**config.mk**
```make
export PLATFORM = sky130hd
export DESIGN_NAME = mulseq_top
export DESIGN_NICKNAME = d
export VERILOG_FILES = /design/src/rtl/mulseq_pkg.sv /design/src/rtl/mulseq_ctrl.sv /design/src/rtl/mulseq_dpath.sv /design/src/rtl/mulseq_top.sv
export SDC_FILE = /design/constraint.sdc
export NUM_CORES = 1
export LEC_CHECK = 0
export ABC_AREA = 1
export BUFFER_PORTS_ARGS = -buffer_cell sky130_fd_sc_hd__buf_2
export CORE_MARGIN = 10
export CORE_UTILIZATION = 45
export CTS_CLUSTER_SIZE = 8
export DETAILED_ROUTE_END_ITERATION = 10
export PLACE_DENSITY = 0.7
export REMOVE_ABC_BUFFERS = 1
export SLEW_MARGIN = 20
export SYNTH_ARGS = -nofsm -noshare
export SYNTH_HDL_FRONTEND = slang
export SYNTH_HIERARCHICAL = 1
export SYNTH_SLANG_ARGS = --single-unit
```
**constraint.sdc**
```tcl
create_clock -name clk -period 2.19 [get_ports clk]
set_clock_uncertainty 0.2 [all_clocks]
set_input_delay 0 -clock clk [delete_from_list [all_inputs] [get_ports clk]]
set_output_delay 0 -clock clk [all_outputs]
set_load 0.005 [all_outputs]
```
**src/rtl/mulseq_pkg.sv**
```systemverilog
package mulseq_pkg;

    typedef enum logic [1:0] {
        ST_IDLE  = 2'b00,
        ST_CLEAR = 2'b01,
        ST_ADD   = 2'b10,
        ST_SHIFT = 2'b11
    } mul_state_e;

    // Control strobes from the controller to the datapath
    typedef struct packed {
        logic idle;
        logic clear;
        logic add_ph;
        logic shift_ph;
        logic load_sum;
    } mul_ctrl_t;

    function automatic mul_state_e mul_next(input mul_state_e cur,
                                            input logic start,
                                            input logic zero);
        case (cur)
            ST_IDLE:  return start ? ST_CLEAR : ST_IDLE;
            ST_CLEAR: return ST_ADD;
            ST_ADD:   return ST_SHIFT;
            default:  return zero ? ST_IDLE : ST_ADD;
        endcase
    endfunction

    function automatic logic [3:0] mul_onehot(input mul_state_e s);
        return 4'b0001 << s;
    endfunction

endpackage

```
**src/rtl/mulseq_ctrl.sv**
```systemverilog
module mulseq_ctrl
    import mulseq_pkg::*;
#(
    parameter bit ONE_HOT = 1'b0
) (
    input  logic      clk,
    input  logic      rst,
    input  logic      start,
    input  logic      zero,
    input  logic      q0,
    output mul_ctrl_t ctrl
);

    generate
        if (ONE_HOT) begin : g_onehot
            logic [3:0] oh_q;
            mul_state_e cur;

            always_comb begin
                unique case (1'b1)
                    oh_q[1]: cur = ST_CLEAR;
                    oh_q[2]: cur = ST_ADD;
                    oh_q[3]: cur = ST_SHIFT;
                    default: cur = ST_IDLE;
                endcase
            end

            always_ff @(posedge clk) begin
                if (rst) oh_q <= 4'b0001;
                else     oh_q <= mul_onehot(mul_next(cur, start, zero));
            end

            always_comb begin
                ctrl.idle     = oh_q[0];
                ctrl.clear    = oh_q[1];
                ctrl.add_ph   = oh_q[2];
                ctrl.shift_ph = oh_q[3];
                ctrl.load_sum = oh_q[2] & q0;
            end
        end else begin : g_binary
            mul_state_e st_q;

            always_ff @(posedge clk) begin
                if (rst) st_q <= ST_IDLE;
                else     st_q <= mul_next(st_q, start, zero);
            end

            always_comb begin
                ctrl.idle     = (st_q == ST_IDLE);
                ctrl.clear    = (st_q == ST_CLEAR);
                ctrl.add_ph   = (st_q == ST_ADD);
                ctrl.shift_ph = (st_q == ST_SHIFT);
                ctrl.load_sum = (st_q == ST_ADD) & q0;
            end
        end
    endgenerate

endmodule

```
**src/rtl/mulseq_dpath.sv**
```systemverilog
module mulseq_dpath
    import mulseq_pkg::*;
#(
    parameter int N  = 8,
    parameter int PW = 4
) (
    input  logic           clk,
    input  logic           rst,
    input  logic           start,
    input  logic [N-1:0]   mcand,
    input  logic [N-1:0]   mplier,
    input  mul_ctrl_t      ctrl,
    output logic           q0,
    output logic           zero,
    output logic [2*N-1:0] product
);

    logic [N-1:0]  b_q, q_q, a_q;
    logic          c_q;
    logic [PW-1:0] p_q;
    logic [N:0]    sum;

    assign sum     = {1'b0, a_q} + {1'b0, b_q};
    assign q0      = q_q[0];
    assign zero    = (p_q == '0);
    assign product = {a_q, q_q};

    always_ff @(posedge clk) begin
        if (rst) begin
            b_q <= '0;
            q_q <= '0;
            a_q <= '0;
            c_q <= 1'b0;
            p_q <= '0;
        end else begin
            if (ctrl.idle && start) begin
                b_q <= mcand;
                q_q <= mplier;
            end
            if (ctrl.clear) begin
                a_q <= '0;
                c_q <= 1'b0;
                p_q <= PW'(N);
            end
            if (ctrl.add_ph) begin
                p_q <= p_q - 1'b1;
            end
            if (ctrl.load_sum) begin
                a_q <= sum[N-1:0];
                c_q <= sum[N];
            end
            if (ctrl.shift_ph) begin
                {c_q, a_q, q_q} <= {1'b0, c_q, a_q, q_q[N-1:1]};
            end
        end
    end

endmodule

```
**src/rtl/mulseq_top.sv**
```systemverilog
module mulseq_top
    import mulseq_pkg::*;
#(
    parameter int N       = 8,
    parameter bit ONE_HOT = 1'b0
) (
    input  logic           clk,
    input  logic           rst,
    input  logic           start,
    input  logic [N-1:0]   mcand,
    input  logic [N-1:0]   mplier,
    output logic           ready,
    output logic [2*N-1:0] product
);

    localparam int PW = $clog2(N + 1);

    mul_ctrl_t ctrl;
    logic      q0;
    logic      zero;

    mulseq_ctrl #(.ONE_HOT(ONE_HOT)) u_ctrl (
        .clk   (clk),
        .rst   (rst),
        .start (start),
        .zero  (zero),
        .q0    (q0),
        .ctrl  (ctrl)
    );

    mulseq_dpath #(.N(N), .PW(PW)) u_dpath (
        .clk     (clk),
        .rst     (rst),
        .start   (start),
        .mcand   (mcand),
        .mplier  (mplier),
        .ctrl    (ctrl),
        .q0      (q0),
        .zero    (zero),
        .product (product)
    );

    assign ready = ctrl.idle;

endmodule

```
# Word level (Yosys, flattened, before mapping)
# Index checks and enable logic that the tools add are counted.
# classes
add_sub_neg	2
n_eq_ne	3
muxes	12
bitwise_logic	1
n_reduce_logical	8
# op_table
op	count
$mux W8	5
$add A8 B8 Y9	1
$mux W4	2
$pmux W2 S3	1
$reduce_bool A2 Y1	3
$eq A2 B2 Y1 const B	2
$logic_not A4 Y1	1
$sub A4 B1 Y4 const B	1
$mux W1	3
$reduce_bool A3 Y1	1
$eq A2 B1 Y1 const B	1
$logic_not A2 Y1	1
$mux W2	1
$reduce_or A2 Y1	1
$and A1 B1 Y1	1
$logic_and A1 B1 Y1	1
# totals
ff_bits	31
in_bits	19
output_inout_bits	17
word_cells	32

# Longest topological paths before layout
# Gate-level depths: netlist (run 1).
# depth
depth_word	4
depth_mapped	11
ltp_nobuf	11

# By module
# Netlist (run 1), hierarchy kept.
# modules_own_cells
module	instances	cells_each	area_per_inst_um2	seq_area_each_um2
mulseq_dpath	1	227	1625.3	580.6
mulseq_ctrl	1	19	140.1	40.0

# Least setup slack after synthesis (run 1)
# Ideal clock, no wire load.
# synth_path
path_type	flip-flop to flip-flop
from	register u_dpath.a_q[0]
to	register u_dpath.a_q[6]
setup_time_ns	0.132
t_arrival_ns	1.369
t_required_ns	1.858
setup_slack_ns	0.489
stages_incl_launch_ff	9
n_path_buf	0
period_less_slack_ns	1.701
cell_sequence	dfxtp_1 > ha_1 > fa_1 > nand2_1 > nand3_1 > nand3_1 > nand3b_1 > nand3_1 > a21oi_1
# synth_between
elab_chain_len	3
# synth_lines
element	line	text
from (decl)	mulseq_dpath.sv:18	logic [N-1:0] b_q, q_q, a_q;
from (signal assigned)	mulseq_dpath.sv:49	a_q <= sum[N-1:0];
from (signal assigned)	mulseq_dpath.sv:53	{c_q, a_q, q_q} <= {1'b0, c_q, a_q, q_q[N-1:1]};
$add A8 B8 Y9	mulseq_dpath.sv:23	assign sum = {1'b0, a_q} + {1'b0, b_q};
$mux W8	mulseq_dpath.sv:48	if (ctrl.load_sum) begin
$mux W8	mulseq_dpath.sv:52	if (ctrl.shift_ph) begin
# Every way passes these cells.
# A chain may end at the register's enable or synchronous reset.

# Final worst setup path (run 1)
# layout_path
from	register u_ctrl.g_binary.st_q[1]
to	register u_dpath.b_q[0]
# layout_between
elab_chain_len	2
# layout_lines
element	line	text
from (decl)	mulseq_ctrl.sv:41	mul_state_e st_q;
from (signal assigned)	mulseq_ctrl.sv:45	else st_q <= mul_next(st_q, start, zero);
$logic_not A2 Y1	mulseq_ctrl.sv:49	ctrl.idle = (st_q == ST_IDLE);
$logic_and A1 B1 Y1	mulseq_dpath.sv:36	if (ctrl.idle && start) begin
to (signal assigned)	mulseq_dpath.sv:37	b_q <= mcand;
to (decl)	mulseq_dpath.sv:18	
# Every way passes these cells.

==> results of run 1 <==
## flip-flops by register name, summed over array words and instances, names as in the netlist
name and cells:
u_dpath/a_q 8, u_dpath/p_q 4, u_dpath/q_q 8, u_dpath/b_q 8, u_ctrl/g_binary.st_q 2, u_dpath/c_q 1
## Yosys cell counts, types with 2 or more instances
library cell / instances / area share
a21oi_1: 13 / 0.037
o21ai_0: 17 / 0.048
inv_2: 2 / 0.0043
a31oi_1: 13 / 0.046
nand2_1: 62 / 0.13
dfxtp_1: 31 / 0.35
buf_4: 2 / 0.0085
or2_2: 2 / 0.0071
o21ai_2: 3 / 0.015
nor2_4: 2 / 0.013
buf_2: 2 / 0.0057
ha_1: 14 / 0.099
inv_1: 28 / 0.060
nor2_1: 24 / 0.051
o21ai_1: 2 / 0.0057
nand3_1: 15 / 0.043
## final timing paths
| kind | from | endpoint | slack [ns] | cells after the start |
|---|---|---|---|---|
| setup / recovery | u_ctrl/g_binary.st_q[1] | u_dpath/b_q[0] | 0.22 | 6 |
| hold / removal | u_dpath/p_q[1] | u_dpath/p_q[1] | 0.27 | 2 |
| setup reg to reg | u_ctrl/g_binary.st_q[1] | u_dpath/b_q[0] | 0.22 | 6 |
| hold reg to reg | u_dpath/p_q[1] | u_dpath/p_q[1] | 0.27 | 2 |
## power breakdown
| group | internal [mW] | switching, mW | leakage [nW] |
|---|---|---|---|
| sequential | 0.714 | 0.112 | 0.254 |
| combinational | 0.378 | 0.539 | 0.808 |
| clock | 0.287 | 0.205 | 0.0515 |
## metal layers
layer	routed length [µm]	GRT usage	vias to the layer above
li1	-	-	928
met1	2070	0.174	756
met2	2100	0.233	47
met3	350	0.0454	4
met4	54	0.0602	0
met5	0	0	-
## through the flow
stage / instances / setup WS [ns] / utilization
6_report: 359 / 0.222 / 0.627
5_1_grt: 359 / 0.135 / 0.627
4_1_cts: 359 / 0.302 / 0.627
3_5_place_dp: 324 / 0.391 / 0.528
3_3_place_gp: 324 / 0.448 / 0.528
2_1_floorplan: 239 / 0.433 / -
## timing repair
action | CTS | global route
hold buffers | 27 | 0
setup buffers | 0 | 0
hold endpoints to repair | 29 | 0
## worst max-delay path: cells and delay by family (launching register included)
kind | cells | cell delay, ns
adder cells (fa/ha/maj) | 1 | 0.23
flip-flops | 1 | 0.35
AO/OA/AOI/OAI | 1 | 0.22
buffers and inverters | 2 | 0.69
AND/OR/NAND/NOR | 2 | 0.17
## cells in the final DEF, fill, tap and decap left out, types with 2 or more instances in the layout
cell and instances:
nand3_1 15, nor2_1 24, buf_2 35, buf_4 2
or2_2 2, dlygate4sd3_1 27, o21ai_1 2, nor2_4 2
dfxtp_1 31, inv_2 2, a21oi_1 13, nand2_1 62
a31oi_1 13, o21ai_2 3, ha_1 14, inv_1 28
clkbuf_8 7, o21ai_0 17
## cell families after synthesis
group / after synthesis / synth area share
AOI/OAI and AO/OA: 51 / 0.165
adders and majority gates: 15 / 0.111
buffers and inverters: 40 / 0.110
DFF: 31 / 0.352
and+or+nand+nor: 109 / 0.263
## area by class of cell
cell class | count | area [µm²]
Fill cell | 340 | 1390
Multi-Input combinational cell | 175 | 951
Sequential cell | 31 | 621
Timing Repair Buffer | 64 | 460
Inverter | 33 | 139
Clock buffer | 8 | 100
Tap cell | 48 | 60.1
==> impl_metrics.py, run 1 <==
metrics = {
    "floorplanning": {
        "core_area_mm2": 0.00372,
        "initial_core_util": 0.475,
        "die_h_um": 82.6,
        "dieWidth_um": 82.6,
        "io-pin-count": 36,
        "die-area_mm2": 0.00683,
        "floorplan.rows": 22,
    },
    "timing": {
        "finalSetupViolations": 0,
        "slew_viol_final": 0,
        "relSlewSlack": 0.759,
        "fin_crit_ns": 1.97,
        "layout_worst_path_cycle_share": 0.899,
        "rsz0062_at_grt": "false",
        "max_clock_freq_ghz": 0.508,
        "hold_ws_ns": 0.265,
        "tightest_slew_ns": 0.362,
        "fin_tns_setup_ns": 0,
        "hold_viol_final": 0,
    },
    "logic_synthesis": {
        "yosysUniqueCellTypes": 30,
        "synth_cells": 246,
        "async_reset_ff_frac": 0,
        "synth_enable_flop_cells": 0,
        "ys_ff_latch": 31,
        "synth_flop_cell": "dfxtp_1",
        "ys_seq_area_frac": 0.352,
        "syn_area_mm2": 0.00177,
        "postSynthAreaPerCell_um2": 7.18,
        "yosys_warnings": 6,
    },
    "final_layout": {
        "fin_nets": 344,
        "num_antenna_cells": 0,
        "drive_gt1_frac": 0.190,
        "area.growth.synth_to_final_pct": 32.0,
        "final_cell_area_mm2": 0.00233,
    },
    "cts": {
        "clock_sinks": 31,
        "cts_resized": 0,
        "path_clk_slew_ns": 0.06,
        "root_buffer": "clkbuf_8",
        "cts_tree": "built",
        "max-clock-path-buffers": 2,
        "cts_max_level": 2,
        "numCtsBuffers": 5,
        "clk_latency_ns": 0.28,
    },
    "global_routing": {
        "grt_pass1_vias": 1692,
        "grt_max_degree": 19,
        "grt_pass1_wl_um": 7770,
        "grt_usage": 0.144,
        "antenna_found_initial": 0,
        "grt-ovfl-total": 0,
    },
    "outcome": {
        "status": "complete, no violations",
    },
    "setup_path": {
        "path_class": "reg2reg",
        "start_kind": "flop",
        "worstPathRequired_ns": 2.16,
        "critPathArrivalTime_ns": 1.94,
        "crit_fanout": 9,
        "critPathMaxStageDelay_ns": 0.60,
        "path_cells": "inv_1 > ha_1 > nand2_4 > o21ai_0 > dlygate4sd3_1 > nor2_1",
        "crit_slowest_cell": "dlygate4sd3_1",
        "endpoint_kind": "flop",
    },
    "flow_run": {
        "drv_cap": 0,
    },
    "route": {
        "vias": 1735,
        "ant_nets": 0,
        "drtIter0Drc": 133,
        "firstDrtPassIters": 4,
        "vias_per_cell": 4.83,
        "drcViolationCount": 0,
        "routed_wl_um": 4580,
        "wl_per_cell_um": 12.7,
    },
    "min_path": {
        "hp-class": "reg2reg",
    },
    "power_and_ir_drop": {
        "p_leak_nw": 1.11,
        "power_mw": 2.23,
        "ir_drop_v": 0.000548,
        "p_per_area_mw_per_mm2": 958,
    },
    "placed_design": {
        "hpwl_um": 3180,
        "portBuffers": 35,
        "placed_cell_area_mm2": 0.00196,
        "place.gp.congestion": 0.834,
    },
}
Power figures use the tool's default switching activity.
==> run 2: changes to the inputs <==
--- a/config.mk
+++ b/config.mk
@@ -7,10 +7,12 @@
 export LEC_CHECK = 0
 export ABC_AREA = 1
 export BUFFER_PORTS_ARGS = -buffer_cell sky130_fd_sc_hd__buf_2
+export CAP_MARGIN = 20
 export CORE_MARGIN = 10
 export CORE_UTILIZATION = 45
 export CTS_CLUSTER_SIZE = 8
 export DETAILED_ROUTE_END_ITERATION = 10
+export HOLD_SLACK_MARGIN = 0.06
 export PLACE_DENSITY = 0.7
 export REMOVE_ABC_BUFFERS = 1
 export SLEW_MARGIN = 20
==> constraint.sdc (replaced) <==
create_clock -name clk -period 2.36 [get_ports clk]
set_clock_uncertainty 0.2 [all_clocks]
set_input_delay 0 -clock clk [delete_from_list [all_inputs] [get_ports clk]]
set_output_delay 0 -clock clk [all_outputs]
set_load 0.005 [all_outputs]
==> run 2 against run 1 <==
Against the previous run:
- sequential share of layout area is 0.20 points lower
- first-iteration DRC count is 3.0% higher
- global-route usage decreased by 0.87 points
- non-clock buffer count did not move
- wire length decreased by 5.2%
- worst hold slack improved by 0.0041 ns
- via count is 0.58% higher
- core utilization is 0.47 points higher
- combinational power down 8.5%
- worst setup slack gained 0.23 ns
- total power decreased by 4.1%
- maximum frequency rose by 3.4%
- largest cell class unchanged
- highest routed layer unchanged
==> impl_metrics.py, run 2 (synthesis gave the netlist of run 1 again) <==
metrics = {
    "power_and_ir_drop": {
        "swShare": 0.368,
        "ir_drop_v": 0.000557,
        "netSwitchingPower_mw": 0.787,
        "seq_power_share": 0.358,
        "p_clk_frac": 0.250,
        "share_comb_of_total_power": 0.391,
        "internal_power_mw": 1.35,
        "p_per_area_mw_per_mm2": 912,
        "p_leak_nw": 1.12,
    },
    "route": {
        "firstDrtPassIters": 4,
        "vias": 1745,
        "drtIter0Drc": 137,
        "drcViolationCount": 0,
        "wl_per_cell_um": 12.1,
        "ant_nets": 0,
        "vias_per_cell": 4.86,
        "routed_wl_um": 4340,
    },
    "floorplanning": {
        "initial_core_util": 0.475,
        "die-area_mm2": 0.00683,
        "core_area_mm2": 0.00372,
        "floorplan.rows": 22,
        "dieWidth_um": 82.6,
        "io-pin-count": 36,
        "die_h_um": 82.6,
    },
    "timing": {
        "max_clock_freq_ghz": 0.525,
        "slew_viol_final": 0,
        "relSlewSlack": 0.698,
        "fin_crit_ns": 1.90,
        "hold_ws_ns": 0.269,
        "tightest_slew_ns": 0.453,
        "layout_worst_path_cycle_share": 0.807,
        "rsz0062_at_grt": "false",
        "fin_tns_setup_ns": 0,
        "hold_viol_final": 0,
        "layout_setup_ws_ns": 0.456,
        "finalSetupViolations": 0,
    },
    "min_path": {
        "hp-class": "reg2reg",
    },
    "setup_path": {
        "worstPathRequired_ns": 2.38,
        "start_kind": "flop",
        "crit_fanout": 9,
        "endpoint_kind": "flop",
        "path_class": "reg2reg",
        "critPathArrivalTime_ns": 1.93,
    },
    "global_routing": {
        "grt_pass1_wl_um": 7230,
        "grt_max_degree": 19,
        "antenna_found_initial": 0,
        "grt_pass1_vias": 1587,
        "grt_usage": 0.136,
        "grt-ovfl-total": 0,
    },
    "final_layout": {
        "drive_gt1_frac": 0.193,
        "mostFrequentLayoutCells": "nand2_1 (62), buf_2 (35), dfxtp_1 (31)",
        "area.growth.synth_to_final_pct": 33.0,
        "fin_nets": 344,
        "num_antenna_cells": 0,
        "reg_top3": "u_dpath/a_q x8, u_dpath/b_q x8, u_dpath/q_q x8",
        "final_cell_area_mm2": 0.00235,
        "final_common_cell": "nand2_1",
        "utilization": 0.632,
    },
    "placed_design": {
        "place.gp.congestion": 0.824,
        "placed_cell_area_mm2": 0.00196,
        "dp_slack_ns": 0.507,
        "hpwl_um": 3100,
        "portBuffers": 35,
    },
    "cts": {
        "path_clk_slew_ns": 0.06,
        "clock_sinks": 31,
        "root_buffer": "clkbuf_8",
        "cts_resized": 0,
        "max-clock-path-buffers": 2,
        "numCtsBuffers": 5,
        "clk_latency_ns": 0.28,
        "cts_max_level": 2,
        "cts_tree": "built",
    },
    "outcome": {
        "status": "complete, no violations",
    },
    "flow_run": {
        "drv_cap": 0,
    },
}
run 2: critical path: stages (launching register included):
cell	delay, ns
dfxtp_1	0.38
inv_1	0.08
ha_1	0.25
nand2_4	0.15
o21ai_0	0.10
dlygate4sd3_1	0.59
nor2_1	0.08
run 2: final cells by class:
| cell class | instances | area [µm²] |
|---|---|---|
| multi-input combinational | 175 | 951 |
| fill | 331 | 1370 |
| clock buffer | 6 | 82.6 |
| sequential | 31 | 621 |
| inverter | 33 | 139 |
| timing repair buffer | 64 | 460 |
| tap | 48 | 60.1 |
| clock inverter | 2 | 35.0 |
run 2: power by group through the flow:
stage / logic [mW] / registers [mW] / clock network [mW]
6_report: 0.838 / 0.767 / 0.536
5_1_grt: 0.955 / 0.786 / 0.588
4_1_cts: 0.833 / 0.766 / 0.552
3_5_place_dp: 0.772 / 0.776 / 0
3_3_place_gp: 0.759 / 0.776 / 0
2_1_floorplan: 0.565 / 0.758 / 0
run 2: final timing paths:
| kind | start | end | slack (ns) | cells past startpoint |
|---|---|---|---|---|
| worst min register to register | u_dpath/c_q | u_dpath/c_q | 0.27 | 2 |
| worst min-delay path | u_dpath/c_q | u_dpath/c_q | 0.27 | 2 |
| worst max register to register | u_ctrl/g_binary.st_q[0] | u_dpath/b_q[1] | 0.46 | 6 |
| worst max-delay path | u_ctrl/g_binary.st_q[0] | u_dpath/b_q[1] | 0.46 | 6 |
run 2: metrics by stage:
step                cells  power (mW)
floorplan             239        1.32
global placement      324        1.54
detailed placement    324        1.55
CTS                   359        2.15
global route          359        2.33
finish                359        2.14
run 2: layer usage:
layer / part of all wire / track usage
met5: 0 / 0
met4: 0.0071 / 0.0518
met3: 0.063 / 0.0572
met2: 0.46 / 0.207
met1: 0.47 / 0.166
run 2: what timing repair did:
item	4_1_cts	5_1_grt
hold buffers	27	0
buffers inserted	0	0
endpoints found under the setup margin	0	0
endpoints found under the hold margin	29	0
